==> src/rtl/stream_dist_pkg.sv <==
package stream_dist_pkg;
  typedef enum logic {
    DIST_BCAST  = 1'b0,
    DIST_DIRECT = 1'b1
  } dist_mode_e;
endpackage

==> src/rtl/dist_bcast_lane.sv <==
module dist_bcast_lane #(
  parameter int CNT_W = 4
) (
  input  logic             clk,
  input  logic             rst_n,
  input  logic             in_valid_i,
  input  logic             fire_i,
  input  logic             active_i,
  input  logic [CNT_W-1:0] drop_num_i,
  input  logic             out_ready_i,
  output logic             out_valid_o,
  output logic             done_o
);
  logic             taken_q;
  logic             act_q;
  logic [CNT_W-1:0] cnt_q;
  logic             dropping;
  logic             acc;

  assign dropping    = (cnt_q != '0);
  assign acc         = in_valid_i && !taken_q && (dropping || out_ready_i);
  assign out_valid_o = in_valid_i && !taken_q && !dropping;
  assign done_o      = taken_q || acc;

  always_ff @(posedge clk) begin
    if (!rst_n) begin
      taken_q <= 1'b0;
      act_q   <= 1'b0;
      cnt_q   <= '0;
    end else begin
      act_q <= active_i;
      if (fire_i)   taken_q <= 1'b0;
      else if (acc) taken_q <= 1'b1;
      if (act_q && !active_i)       cnt_q <= drop_num_i;
      else if (!act_q && active_i)  cnt_q <= '0;
      else if (acc && dropping)     cnt_q <= cnt_q - 1'b1;
    end
  end

  // a partition that took the token is not offered it again
  assert_no_repeat_R3: assert property (@(posedge clk) disable iff (!rst_n)
    (acc && !fire_i) |=> !out_valid_o);
  // counter takes the discard count when control is lost
  assert_drop_load_R4: assert property (@(posedge clk) disable iff (!rst_n)
    (act_q && !active_i) |=> (cnt_q == $past(drop_num_i)));
  // a discarding partition never holds back the stream
  assert_drop_no_stall_R4: assert property (@(posedge clk) disable iff (!rst_n)
    (dropping && in_valid_i) |-> (done_o && !out_valid_o));
  // gaining control clears the counter
  assert_rearm_clear_R5: assert property (@(posedge clk) disable iff (!rst_n)
    (!act_q && active_i) |=> (cnt_q == '0));
endmodule

==> src/rtl/dist_direct_path.sv <==
module dist_direct_path #(
  parameter int WIDTH    = 8,
  parameter int NPART    = 2,
  parameter bit PREFETCH = 1'b0
) (
  input  logic             clk,
  input  logic             rst_n,
  input  logic             in_valid_i,
  input  logic [WIDTH-1:0] in_data_i,
  output logic             in_ready_o,
  input  logic [NPART-1:0] active_i,
  input  logic [NPART-1:0] req_i,
  input  logic [NPART-1:0] out_ready_i,
  output logic [NPART-1:0] out_valid_o,
  output logic [WIDTH-1:0] out_data_o
);
  logic [NPART-1:0] grant;
  assign grant = active_i & req_i;

  generate
    if (PREFETCH) begin : g_prefetch
      logic             buf_v;
      logic [WIDTH-1:0] buf_d;
      logic             pop;
      assign out_valid_o = buf_v ? grant : '0;
      assign out_data_o  = buf_d;
      assign pop         = |(out_valid_o & out_ready_i);
      assign in_ready_o  = !buf_v || pop;

      always_ff @(posedge clk) begin
        if (!rst_n) begin
          buf_v <= 1'b0;
          buf_d <= '0;
        end else if (in_valid_i && in_ready_o) begin
          buf_v <= 1'b1;
          buf_d <= in_data_i;
        end else if (pop) begin
          buf_v <= 1'b0;
        end
      end

      // an untaken token stays put whatever control does
      assert_buf_hold_R9: assert property (@(posedge clk) disable iff (!rst_n)
        (buf_v && !pop) |=> (buf_v && $stable(buf_d)));
      // a full buffer admits a token only while it drains
      assert_ready_rule_R8: assert property (@(posedge clk) disable iff (!rst_n)
        (in_ready_o && buf_v) |-> pop);
    end else begin : g_request
      assign out_valid_o = in_valid_i ? grant : '0;
      assign out_data_o  = in_data_i;
      assign in_ready_o  = |(grant & out_ready_i);
      // with nobody requesting the stream waits
      assert_wait_no_grant_R7: assert property (@(posedge clk) disable iff (!rst_n)
        (grant == '0) |-> !in_ready_o);
    end
  endgenerate

  // tokens go to one active, requesting partition only
  assert_one_dest_R6: assert property (@(posedge clk) disable iff (!rst_n)
    $onehot0(out_valid_o) && ((out_valid_o & ~grant) == '0));
endmodule

==> src/rtl/stream_distributor.sv <==
module stream_distributor
  import stream_dist_pkg::*;
#(
  parameter int         WIDTH    = 8,
  parameter int         NPART    = 2,
  parameter int         CNT_W    = 4,
  parameter dist_mode_e MODE     = DIST_BCAST,
  parameter bit         PREFETCH = 1'b0
) (
  input  logic                   clk,
  input  logic                   rst_n,
  input  logic                   in_valid,
  output logic                   in_ready,
  input  logic [WIDTH-1:0]       in_data,
  output logic [NPART-1:0]       out_valid,
  input  logic [NPART-1:0]       out_ready,
  output logic [NPART*WIDTH-1:0] out_data,
  input  logic [NPART-1:0]       part_active,
  input  logic [NPART-1:0]       part_req,
  input  logic [NPART*CNT_W-1:0] drop_num
);
  logic [WIDTH-1:0] tok_data;

  generate
    if (MODE == DIST_BCAST) begin : g_bcast
      logic [NPART-1:0] done;
      logic             fire;
      logic             unused_req;
      assign unused_req = ^part_req;
      assign in_ready   = &done;
      assign fire       = in_valid && in_ready;
      assign tok_data   = in_data;
      for (genvar i = 0; i < NPART; i++) begin : g_lane
        dist_bcast_lane #(.CNT_W(CNT_W)) lane_i (
          .clk         (clk),
          .rst_n       (rst_n),
          .in_valid_i  (in_valid),
          .fire_i      (fire),
          .active_i    (part_active[i]),
          .drop_num_i  (drop_num[i*CNT_W +: CNT_W]),
          .out_ready_i (out_ready[i]),
          .out_valid_o (out_valid[i]),
          .done_o      (done[i])
        );
      end
    end else begin : g_direct
      logic unused_drop;
      assign unused_drop = ^drop_num;
      dist_direct_path #(.WIDTH(WIDTH), .NPART(NPART), .PREFETCH(PREFETCH)) path_i (
        .clk         (clk),
        .rst_n       (rst_n),
        .in_valid_i  (in_valid),
        .in_data_i   (in_data),
        .in_ready_o  (in_ready),
        .active_i    (part_active),
        .req_i       (part_req),
        .out_ready_i (out_ready),
        .out_valid_o (out_valid),
        .out_data_o  (tok_data)
      );
    end
    for (genvar j = 0; j < NPART; j++) begin : g_fan
      assign out_data[j*WIDTH +: WIDTH] = tok_data;
    end
  endgenerate

  // control is held by at most one partition
  assert_active_onehot_R6: assert property (@(posedge clk) disable iff (!rst_n)
    $onehot0(part_active));
endmodule

==> config.mk <==
export PLATFORM = sky130hd
export DESIGN_NAME = stream_distributor
export DESIGN_NICKNAME = d
export VERILOG_FILES = /design/src/rtl/stream_dist_pkg.sv /design/src/rtl/dist_bcast_lane.sv /design/src/rtl/dist_direct_path.sv /design/src/rtl/stream_distributor.sv
export SDC_FILE = /design/constraint.sdc
export NUM_CORES = 1
export LEC_CHECK = 0
export BUFFER_PORTS_ARGS = -buffer_cell sky130_fd_sc_hd__buf_2
export CORE_ASPECT_RATIO = 1.25
export CORE_UTILIZATION = 46
export CTS_CLUSTER_DIAMETER = 40
export CTS_CLUSTER_SIZE = 10
export DETAILED_ROUTE_END_ITERATION = 8
export MAX_ROUTING_LAYER = met4
export PLACE_DENSITY = 0.79
export SLEW_MARGIN = 20
export SYNTH_ARGS = -nofsm -noshare
export SYNTH_HDL_FRONTEND = slang
export SYNTH_SLANG_ARGS = --single-unit
==> constraint.sdc <==
create_clock -name clk -period 2.2 [get_ports clk]
set_input_delay 0.44 -clock clk [delete_from_list [all_inputs] [get_ports clk]]
set_output_delay 0.44 -clock clk [all_outputs]
set_load 0.01 [all_outputs]
# Word-level counts from Yosys, hierarchy flattened
# Cells that the tools add are included.
# word_totals
register_bits,12
latch_bits,0
ramBits,0
romBits,0
inputBits,25
output_inout_bits,19
wordCells,46
memories,0
# classes
add_sub_neg,2
n_mul,0
div,0
order_cmp,0
n_eq_ne,0
shifts,0
muxes,6
bitwise_logic,1
n_reduce_logical,31
# ops
op,count
$mux 4,6
$logic_and 1x1->1,13
$logic_not 1->1,8
$reduce_bool 4->1,2
$sub 4x1->4 const B,2
$reduce_bool 3->1,2
$logic_or 1x1->1,4
$reduce_and 2->1,1
$reduce_or 2->1,1
$not 1->1,1

# Longest topological paths before layout
# Gate-level depths: netlist of run 1.
# depth
ltp_word,7
depth_mapped,6
depth_no_buf,6

# By module
# A second synthesis of run 1 with hierarchy kept.
# unflattened
hier_cells,108
area_unflattened_um2,888.4
# modules_own_cells
mod,instances,cells_each,area_per_inst_um2,seq_area_each_um2
dist_bcast_lane,2,45,377.9,120.1
stream_distributor,1,18,132.6,0.0

# Worst setup path before layout of run 1
# No wires, ideal clock.
# synth_path
path_type,register -> output
from,register g_bcast.g_lane[0].lane_i.cnt_q[0]
to,output port in_ready
t_arrival_ns,1.307
t_required_ns,1.760
path_slack_ns,0.453
path_stages_with_launch,7
n_path_buf,0
path_cell_list,dfxtp_1 inv_1 ha_1 or3b_4 o21ai_0 nand2b_1 nor2b_1
# synth_between
elab_chain_cells,5
# synth_rtl
item,line_no,text
from (decl),dist_bcast_lane.sv:16,logic [CNT_W-1:0] cnt_q;
from (signal assigned),dist_bcast_lane.sv:34,if (act_q && !active_i) cnt_q <= drop_num_i;
from (signal assigned),dist_bcast_lane.sv:36,else if (acc && dropping) cnt_q <= cnt_q - 1'b1;
$reduce_bool 4->1,dist_bcast_lane.sv:20,assign dropping = (cnt_q != '0);
$logic_or 1x1->1,dist_bcast_lane.sv:21,assign acc = in_valid_i && !taken_q && (dropping || out_ready_i);
$logic_and 1x1->1,dist_bcast_lane.sv:21,
$logic_or 1x1->1,dist_bcast_lane.sv:23,assign done_o = taken_q || acc;
$reduce_and 2->1,stream_distributor.sv:30,assign in_ready = &done;
to (decl),stream_distributor.sv:13,"output logic in_ready,"
# No other way between the ends.

# Final worst setup path of run 1
# Same ends and word-level chain as after synthesis.

==> flow_metrics.tcl, run 1 <==
set metrics [dict create \
    fin_nets 153 \
    setup_viol 0 \
    cts_tree "built" \
    synth-async-reset-ratio 0 \
    ant_nets 0 \
    vias 843 \
    initial_core_util 0.509 \
    grt_max_degree 13 \
    cts_hold_buf 0 \
    clk_path_buf_depth 2 \
    maxCapViolations 0 \
    p_leak_nw 0.438 \
    clock_skew_ps 2.88 \
    hold_viol 0 \
    peakVddDrop_uv 372 \
    drive_gt1_frac 0.320 \
    min_path_type "input pin to flip-flop" \
    final_cell_mix "buf_2, dfxtp_1, nand2_1, nor2_1" \
    synth_compound_area_frac 0.177 \
    die_w_um 42.5 \
    cts.clk_slew.worst_paths_ps 70 \
    run_status "completed" \
    rr_worst_depth 7 \
    core_region_area_um2 1850 \
    cts_max_level 1 \
    post-route-min-period_ps 2130 \
    synth-xor-area-share 0.0279 \
    cp-start-kind "flip-flop" \
    period_share 0.970 \
    row_count 17 \
    reg2reg_from "g_bcast.g_lane[0].lane_i.cnt_q[0]" \
    clock-sinks 12 \
    power_density_nw_per_um2 601 \
    multi_input_area_um2 543 \
    n_antenna_cell 0 \
    globalRouteOverflowTotal 0 \
    grt_pass1_vias 800 \
    ff2ff_setup_slack_ps 480 \
    worstSetupPathType "flip-flop to output port" \
    worstSkewPairLatency_ps 270 \
    final_common_cell "buf_2" \
    routed_wl_um 2090 \
    relSlewSlack 0.701 \
    ys_seq_area_frac 0.255 \
    drv_slew 0 \
    fin_total_pwr_mw 0.595 \
    cts-buffers-inserted 3 \
    avgSynthCellArea_um2 8.12 \
    dr.pass1.iters 4 \
    worst_pin_slew_ps 445 \
    io_pins 44 \
    dp_hpwl_um 1480 \
    cts-root-buf "clkbuf_4" \
    dieHeight_um 52.6 \
    muxShareOfSynthArea 0 \
    ys_warn_count 0 \
    track_usage 0.208 \
    worstPathArrival_ps 1690 \
    area_growth_pct 5.05 \
    synth_top_family_by_area "simple AND/OR/NAND/NOR gates" \
    synth-edff-count 0 \
    dieArea_um2 2230 \
    whs_ps 417 \
    cp.required_ps 1760 \
    fill_cells 167 \
    worstPathMaxFanout 3 \
    synth_adder_area_share 0.0531 \
    cp-startpoint "g_bcast.g_lane[0].lane_i.cnt_q[0]" \
    io_buffers 17 \
    avgViaCountPerCell 5.98 \
    yosys.area_share.simple 0.304 \
    drcViolationCount 0 \
    gp_congestion 0.844 \
    drt_iter0_drc 14 \
    max_freq_ghz 0.469 \
    grt_pass1_wl_um 3410 \
    r2r_end "g_bcast.g_lane[0].lane_i.cnt_q[2]" \
    syn_nets 145 \
    netlist_instances 116 \
    routedWlPerCell_um 14.8 \
    synth_seq_cells 12 \
    antenna_found_initial 0 \
    timing.critical_path.to "in_ready" \
    end_kind "output port" \
    seq_area_um2 240 \
    syn_area_um2 942 \
    synth.distinct_cells 39 \
    synth_flop_cell "dfxtp_1" \
]
-- routing by layer --
| layer | vias to the layer above | part of all wire | track usage |
|---|---|---|---|
| li1 | 407 | - | - |
| met1 | 399 | 0.41 | 0.214 |
| met2 | 27 | 0.52 | 0.369 |
| met3 | 10 | 0.041 | 0.0345 |
| met4 | 0 | 0.030 | 0.125 |
| met5 | - | 0 | - |
-- state kept, by name (all words and copies together) (netlist names) --
name and count:
g_bcast.g_lane.lane_i.cnt_q 8, g_bcast.g_lane.lane_i.taken_q 2, g_bcast.g_lane.lane_i.act_q 2
-- final cells by class --
type | instances | share of cell area
Timing Repair Buffer | 23 | 0.131
Tap cell | 19 | 0.0240
Inverter | 8 | 0.0303
Multi-Input combinational cell | 76 | 0.549
Sequential cell | 12 | 0.243
Clock buffer | 3 | 0.0228
-- cells by family after synthesis --
| kind of cell | Yosys count |
|---|---|
| compound gates | 23 |
| buf+inv | 28 |
| fa+ha+maj | 4 |
| flops | 12 |
| simple gates | 46 |
| xor+xnor | 3 |
-- per-stage QoR --
step | cells | util | setup WS, ps | TNS, ps | cell area [µm²]
final | 141 | 0.535 | 66.7 | 0 | 990
after global routing | 141 | 0.535 | -1.28 | -1.28 | 990
after CTS | 136 | 0.507 | 33.5 | 0 | 938
after detailed placement | 132 | 0.491 | 266 | 0 | 908
after global placement | 132 | 0.491 | 295 | 0 | 908
after floorplan | 116 | - | 453 | 0 | 942
-- what timing repair did --
item                                    in CTS  in global routing
endpoints found under the setup margin       1                  1
buffers inserted                             1                  5
gates resized for setup                      2                  4
-- report_power, final --
part / switching, mW / internal (mW)
sequential: 0.0201 / 0.234
clock: 0.0702 / 0.0633
combinational: 0.103 / 0.105
total: 0.193 / 0.401
-- cells in the mapped netlist (all sizes together), types with 2 or more instances --
library cell  number  share of area
o21ai              5          0.027
a31oi              2          0.013
inv                8          0.032
dfxtp             12           0.25
nor2b              2          0.013
or3b               2          0.021
o211ai             3          0.024
nand2              9          0.036
nor3               3          0.016
nor3b              3          0.029
a221oi             3          0.035
a21oi              3          0.016
xnor2              3          0.028
ha                 4          0.053
buf               18           0.14
clkbuf             2         0.0080
nand2b             6          0.040
nand3              3          0.016
nand3b             2          0.029
and3               3          0.025
nor2               7          0.028
-- how the worst min path moves through the flow --
stage,end,startpoint,depth (start not counted),slack [ps]
after floorplan,g_bcast.g_lane[1].lane_i.cnt_q[3],g_bcast.g_lane[1].lane_i.cnt_q[3],2,490
after global placement,g_bcast.g_lane[1].lane_i.cnt_q[3],g_bcast.g_lane[1].lane_i.cnt_q[3],2,520
after detailed placement,g_bcast.g_lane[1].lane_i.cnt_q[3],g_bcast.g_lane[1].lane_i.cnt_q[3],2,560
after CTS,g_bcast.g_lane[0].lane_i.cnt_q[0],drop_num[0],3,410
after global routing,g_bcast.g_lane[0].lane_i.cnt_q[1],drop_num[1],2,420
final,g_bcast.g_lane[0].lane_i.cnt_q[0],drop_num[0],3,420
-- critical path: stages (launching register included) --
cell      delay [ps]
dfxtp_1          320
inv_2             70
ha_1             140
or3b_4           400
o21ai_2          120
nand2b_1          90
nor2b_1          150
buf_2            140
Power figures use the tool's default switching activity.
==> run 2: changes to the inputs <==
ABC_AREA = 1   (was default)
CORE_UTILIZATION = 45   (was 46)
==> run 2 against run 1 <==
Effect of this change:
- sequential power up 7%
- largest power group unchanged
- global-route usage down 3.5 points
- synthesized cell count up 22%
- design area down 8.3%
- die area down 2.6%
- combinational power up 17%
- count of clock-buffer cells in the layout up 1
- maximum frequency up 12%
==> flow_metrics.tcl, run 2 <==
set metrics [dict create \
    max_stage_delay_ps 350 \
    peakVddDrop_uv 324 \
    final_util 0.502 \
    row_count 17 \
    cp-start-kind "flip-flop" \
    io_pins 44 \
    area_growth_pct 1.12 \
    seqPwrFrac 0.391 \
    ant_nets 0 \
    routedWlPerCell_um 9.88 \
    synth_seq_cells 12 \
    worstSkewPairLatency_ps 270 \
    worstPathMaxFanout 4 \
    netlist_instances 141 \
    post_cts_buffers 0 \
    max_freq_ghz 0.525 \
    final_common_cell "nand2_1" \
    avgViaCountPerCell 4.88 \
    grt_pass1_wl_um 2870 \
    ys_warn_count 0 \
    crit_slowest_cell "dfxtp_1" \
    p_leak_nw 0.485 \
    fin_total_pwr_mw 0.695 \
    cp.required_ps 1760 \
    hold_viol 0 \
    yosys-top-cells-area "dfxtp_1, buf_4, nand2_1" \
    final_area_um2 907 \
    fill_cells 193 \
    core_region_area_um2 1810 \
    hold_start "part_active[0]" \
    p_sw_mw 0.252 \
    fin_nets 174 \
    min_to "g_bcast.g_lane[0].lane_i.act_q" \
    clock_skew_ps 3.75 \
    gp_congestion 0.821 \
    cts_tree "built" \
    worstPathArrival_ps 1460 \
    power_frac_comb 0.348 \
    synth_top_area_frac 0.268 \
    synth.distinct_cells 14 \
    worst_pin_slew_ps 254 \
    dp_hpwl_um 1290 \
    top_register "g_bcast.g_lane.lane_i.cnt_q" \
    yosysMostFrequentCell "nand2_1" \
    swShare 0.362 \
    critPathTopFamily "simple AND/OR/NAND/NOR gates" \
    end_kind "output port" \
    pre_cts_slack_ps 606 \
    syn_nets 170 \
    min_path_type "input pin to flip-flop" \
    cts.clk_slew.worst_paths_ps 90 \
    largest_register_ffs 8 \
    yosys-top-cells-count "nand2_1, inv_1, buf_4" \
    globalRouteOverflowTotal 0 \
    power_density_nw_per_um2 766 \
    synth_flop_cell "dfxtp_1" \
    die_w_um 41.9 \
    maxCapViolations 0 \
    min_path_cells 3 \
    period_share 0.866 \
    drcViolationCount 0 \
    dpl-instance-area_um2 871 \
    cts_hold_buf 0 \
    vias 795 \
    grt_max_degree 10 \
    worstSetupPathType "flip-flop to output port" \
    final_cell_mix "nand2_1, inv_1, nor2_1, buf_2, dfxtp_1" \
    crit_chain "inv_1 > ha_1 > nand3_1 > nand2_2 > nand2_1 > nand2_1 > inv_1 > buf_2" \
    grt_setup_unrepaired "false" \
    cts-root-buf "clkbuf_4" \
    reg_top3 "g_bcast.g_lane.lane_i.cnt_q (8), g_bcast.g_lane.lane_i.act_q (2), g_bcast.g_lane.lane_i.taken_q (2)" \
    clkPwrFrac 0.261 \
    antenna_found_initial 0 \
    relSlewSlack 0.830 \
    dieHeight_um 51.9 \
    cp-startpoint "g_bcast.g_lane[1].lane_i.cnt_q[0]" \
    io_buffers 17 \
    cts_resized 0 \
    drv_slew 0 \
    routed_wl_um 1610 \
    drive_gt1_frac 0.229 \
    power.internal_mw 0.443 \
    fin_ws_ps 295 \
    cts-buffers-inserted 3 \
    run_status "completed" \
    syn_area_um2 897 \
    ff2ff_setup_slack_ps 930 \
    reg2reg_from "g_bcast.g_lane[1].lane_i.cnt_q[0]" \
    synth-async-reset-ratio 0 \
    clock-sinks 12 \
    synth-edff-count 0 \
    crit_buf_inv 3 \
    setup_viol 0 \
    dr.pass1.iters 4 \
    cts_max_level 1 \
    post-route-min-period_ps 1900 \
    synth_top_area_cell "dfxtp_1" \
    ys_seq_area_frac 0.268 \
    dieArea_um2 2180 \
    r2r_end "g_bcast.g_lane[1].lane_i.cnt_q[3]" \
    clk_path_buf_depth 2 \
    avgSynthCellArea_um2 6.36 \
    grt_pass1_vias 715 \
    fin_setup_tns_ps 0 \
    n_antenna_cell 0 \
    rr_worst_depth 8 \
    drt_iter0_drc 18 \
    initial_core_util 0.496 \
    track_usage 0.173 \
]
run 2: cell types whose count changed in the layout (fill, tap and decap cells not counted), sizes merged, moves of 5 or more:
| cell | delta |
|---|---|
| inv | +14 |
| nand2b | -6 |
| buf | -6 |
| nand2 | +28 |
| o21ai | +6 |
| nor2 | +12 |
| nand3 | +5 |
run 2: layout make-up:
cell class / instances / area (µm²) / share of cell area
well taps: 19 / 23.8 / 0.0262
repair buffers: 17 / 85.1 / 0.0938
multi-input cells: 89 / 439 / 0.484
clock buffers: 4 / 36.3 / 0.0400
flip-flops and latches: 12 / 240 / 0.265
inverters: 22 / 82.6 / 0.0910
run 2: routing by layer:
metal | wire length [µm] | GRT usage
met5 | 0 | -
met4 | 12 | 0.0860
met3 | 81 | 0.0313
met2 | 809 | 0.302
met1 | 707 | 0.188
run 2: power by group through the flow:
stage	Combinational [mW]	Clock [mW]	Sequential, mW
after floorplan	0.221	0	0.272
after global placement	0.230	0	0.276
after detailed placement	0.242	0	0.276
after CTS	0.244	0.188	0.271
after global routing	0.282	0.196	0.276
final	0.242	0.181	0.272
run 2: logic make-up (layout without fill, tap and decap cells):
| family | count (synthesis) | in the layout | share of synthesized area |
|---|---|---|---|
| DFF | 12 | 12 | 0.268 |
| and+or+nand+nor | 67 | 67 | 0.333 |
| adders and majority gates | 4 | 4 | 0.0558 |
| AOI/OAI and AO/OA | 18 | 18 | 0.100 |
| buffers and inverters | 40 | 43 | 0.243 |
run 2: worst max-delay path by stage:
stage	end	slack [ps]	cells past startpoint
floorplan	in_ready	790	7
global placement	in_ready	650	8
detailed placement	in_ready	610	8
CTS	in_ready	280	8
global route	in_ready	190	8
finish	in_ready	300	8
run 2: worst register-to-register path, delay by kind of cell, from the launching register on:
kind          cells  cell delay (ps)
flops             1              350
simple gates      6              540
buf+inv           1               90
fa+ha+maj         1              200
run 2: per-stage QoR:
step | std cells | hold slack (ps)
final | 163 | 387
after global routing | 163 | 395
after CTS | 163 | 380
after detailed placement | 159 | 474
after global placement | 159 | 471
after floorplan | 141 | 455
==> run 3: changes to the inputs <==
CORE_UTILIZATION = 35   (was 45)
PLACE_DENSITY = 0.64   (was 0.79)
==> run 3 against run 2 <==
Effect of this change:
- design area up 1.9%
- maximum frequency up 1.9%
- flip-flop and latch count unchanged
- die area up 27%
- count of clock-buffer cells in the layout unchanged
- largest cell class unchanged
==> flow_metrics.tcl, run 3 (synthesis results as in run 2) <==
set metrics [dict create \
    cts_max_level 1 \
    routedWlPerCell_um 9.03 \
    whs_ps 381 \
    reg_top3 "g_bcast.g_lane.lane_i.cnt_q (8), g_bcast.g_lane.lane_i.act_q (2), g_bcast.g_lane.lane_i.taken_q (2)" \
    peakVddDrop_uv 317 \
    vias 775 \
    max_freq_ghz 0.535 \
    gp_congestion 0.767 \
    p_leak_nw 0.485 \
    top_register "g_bcast.g_lane.lane_i.cnt_q" \
    reg2reg_from "g_bcast.g_lane[1].lane_i.cnt_q[0]" \
    drt_iter0_drc 27 \
    largest_register_ffs 8 \
    hold_start "part_active[0]" \
    power_density_nw_per_um2 746 \
    hold_viol 0 \
    worstPathMaxFanout 4 \
    cp.required_ps 1760 \
    worst_pin_slew_ps 274 \
    cts-buffers-inserted 3 \
    critPathTopFamily "simple AND/OR/NAND/NOR gates" \
    fin_setup_tns_ps 0 \
    post-route-min-period_ps 1870 \
    cts.clk_slew.worst_paths_ps 80 \
    fin_ws_ps 331 \
    area_growth_pct 3.07 \
    final_cell_mix "nand2_1, inv_1, nor2_1, buf_2, dfxtp_1" \
    end_kind "output port" \
    ff2ff_setup_slack_ps 940 \
    grt_max_degree 10 \
    dr.pass1.iters 4 \
    cts_tree "built" \
    routed_wl_um 1600 \
    drcViolationCount 0 \
    track_usage 0.133 \
    relSlewSlack 0.817 \
    crit_buf_inv 3 \
    antenna_found_initial 0 \
    dieArea_um2 2770 \
    row_count 20 \
    worstSetupPathType "flip-flop to output port" \
    min_path_cells 3 \
    fill_cells 268 \
    n_antenna_cell 0 \
    cts_hold_buf 0 \
    stdcell_count 177 \
    min_path_type "input pin to flip-flop" \
    maxCapViolations 0 \
    grt_pass1_wl_um 2530 \
    cts-root-buf "clkbuf_4" \
    initial_core_util 0.370 \
    final_common_cell "nand2_1" \
    placed_cells 173 \
    io_buffers 17 \
    cp-start-kind "flip-flop" \
    io_pins 44 \
    pre_cts_slack_ps 632 \
    fin_nets 174 \
    globalRouteOverflowTotal 0 \
    run_status "completed" \
    worstSkewPairLatency_ps 280 \
    r2r_end "g_bcast.g_lane[1].lane_i.cnt_q[1]" \
    setup_viol 0 \
    drv_slew 0 \
    dieHeight_um 58.6 \
    core_region_area_um2 2430 \
    grt_setup_unrepaired "false" \
    ant_nets 0 \
    drive_gt1_frac 0.229 \
    final_util 0.381 \
    rr_worst_depth 8 \
    dp_hpwl_um 1230 \
    max_stage_delay_ps 340 \
    crit_slowest_cell "dfxtp_1" \
    avgViaCountPerCell 4.38 \
    crit_chain "inv_1 > ha_1 > nand3_1 > nand2_2 > nand2_1 > nand2_1 > inv_1 > buf_2" \
    min_to "g_bcast.g_lane[0].lane_i.act_q" \
    grt_pass1_vias 669 \
    worstPathArrival_ps 1430 \
    cts_resized 0 \
    clk_path_buf_depth 2 \
    clock-sinks 12 \
    period_share 0.850 \
    die_w_um 47.3 \
    post_cts_buffers 0 \
    clock_skew_ps 3.46 \
]
## run 3: cell counts in the layout (fill, tap and decap cells not counted)
No cell type changed its count.
## run 3: worst max-delay path by stage
| stage | start | end | slack (ps) | cells past startpoint |
|---|---|---|---|---|
| final | g_bcast.g_lane[1].lane_i.cnt_q[0] | in_ready | 330 | 8 |
| after global routing | g_bcast.g_lane[1].lane_i.cnt_q[0] | in_ready | 190 | 8 |
| after CTS | g_bcast.g_lane[0].lane_i.cnt_q[0] | in_ready | 320 | 8 |
| after detailed placement | in_valid | in_ready | 630 | 8 |
| after global placement | in_valid | in_ready | 630 | 8 |
| after floorplan | g_bcast.g_lane[1].lane_i.cnt_q[0] | in_ready | 790 | 7 |
## run 3: metal layers
metal,vias to the layer above,global-route usage,part of all wire
met5,-,-,0
met3,7,0.0276,0.070
met1,324,0.135,0.44
li1,423,-,-
met4,0,0.0939,0.030
met2,21,0.217,0.46
## run 3: cell type report
type	count	area [µm²]	share of cell area
multi-input cells	89	439	0.475
flip-flops and latches	12	240	0.260
repair buffers	17	85.1	0.0920
inverters	22	82.6	0.0893
well taps	33	41.3	0.0447
clock buffers	4	36.3	0.0392
## run 3: stage by stage
step	instance area (µm²)	power [mW]
floorplan	897	0.493
global placement	888	0.511
detailed placement	888	0.517
CTS	925	0.697
global route	925	0.747
finish	925	0.690
## run 3: report_power, final
| group | leakage (nW) | switching, mW | internal [mW] |
|---|---|---|---|
| combinational | 0.365 | 0.145 | 0.0946 |
| clock | 0.0210 | 0.0776 | 0.101 |
| sequential | 0.0995 | 0.0240 | 0.248 |
| total | 0.485 | 0.246 | 0.444 |
## run 3: worst register-to-register path: stages, from the launching register on
cell and delay (ps):
dfxtp_1 340, inv_1 90, ha_1 200, nand3_1 130, nand2_2 80, nand2_2 110
inv_1 70, nor2_1 90, nor2_1 50
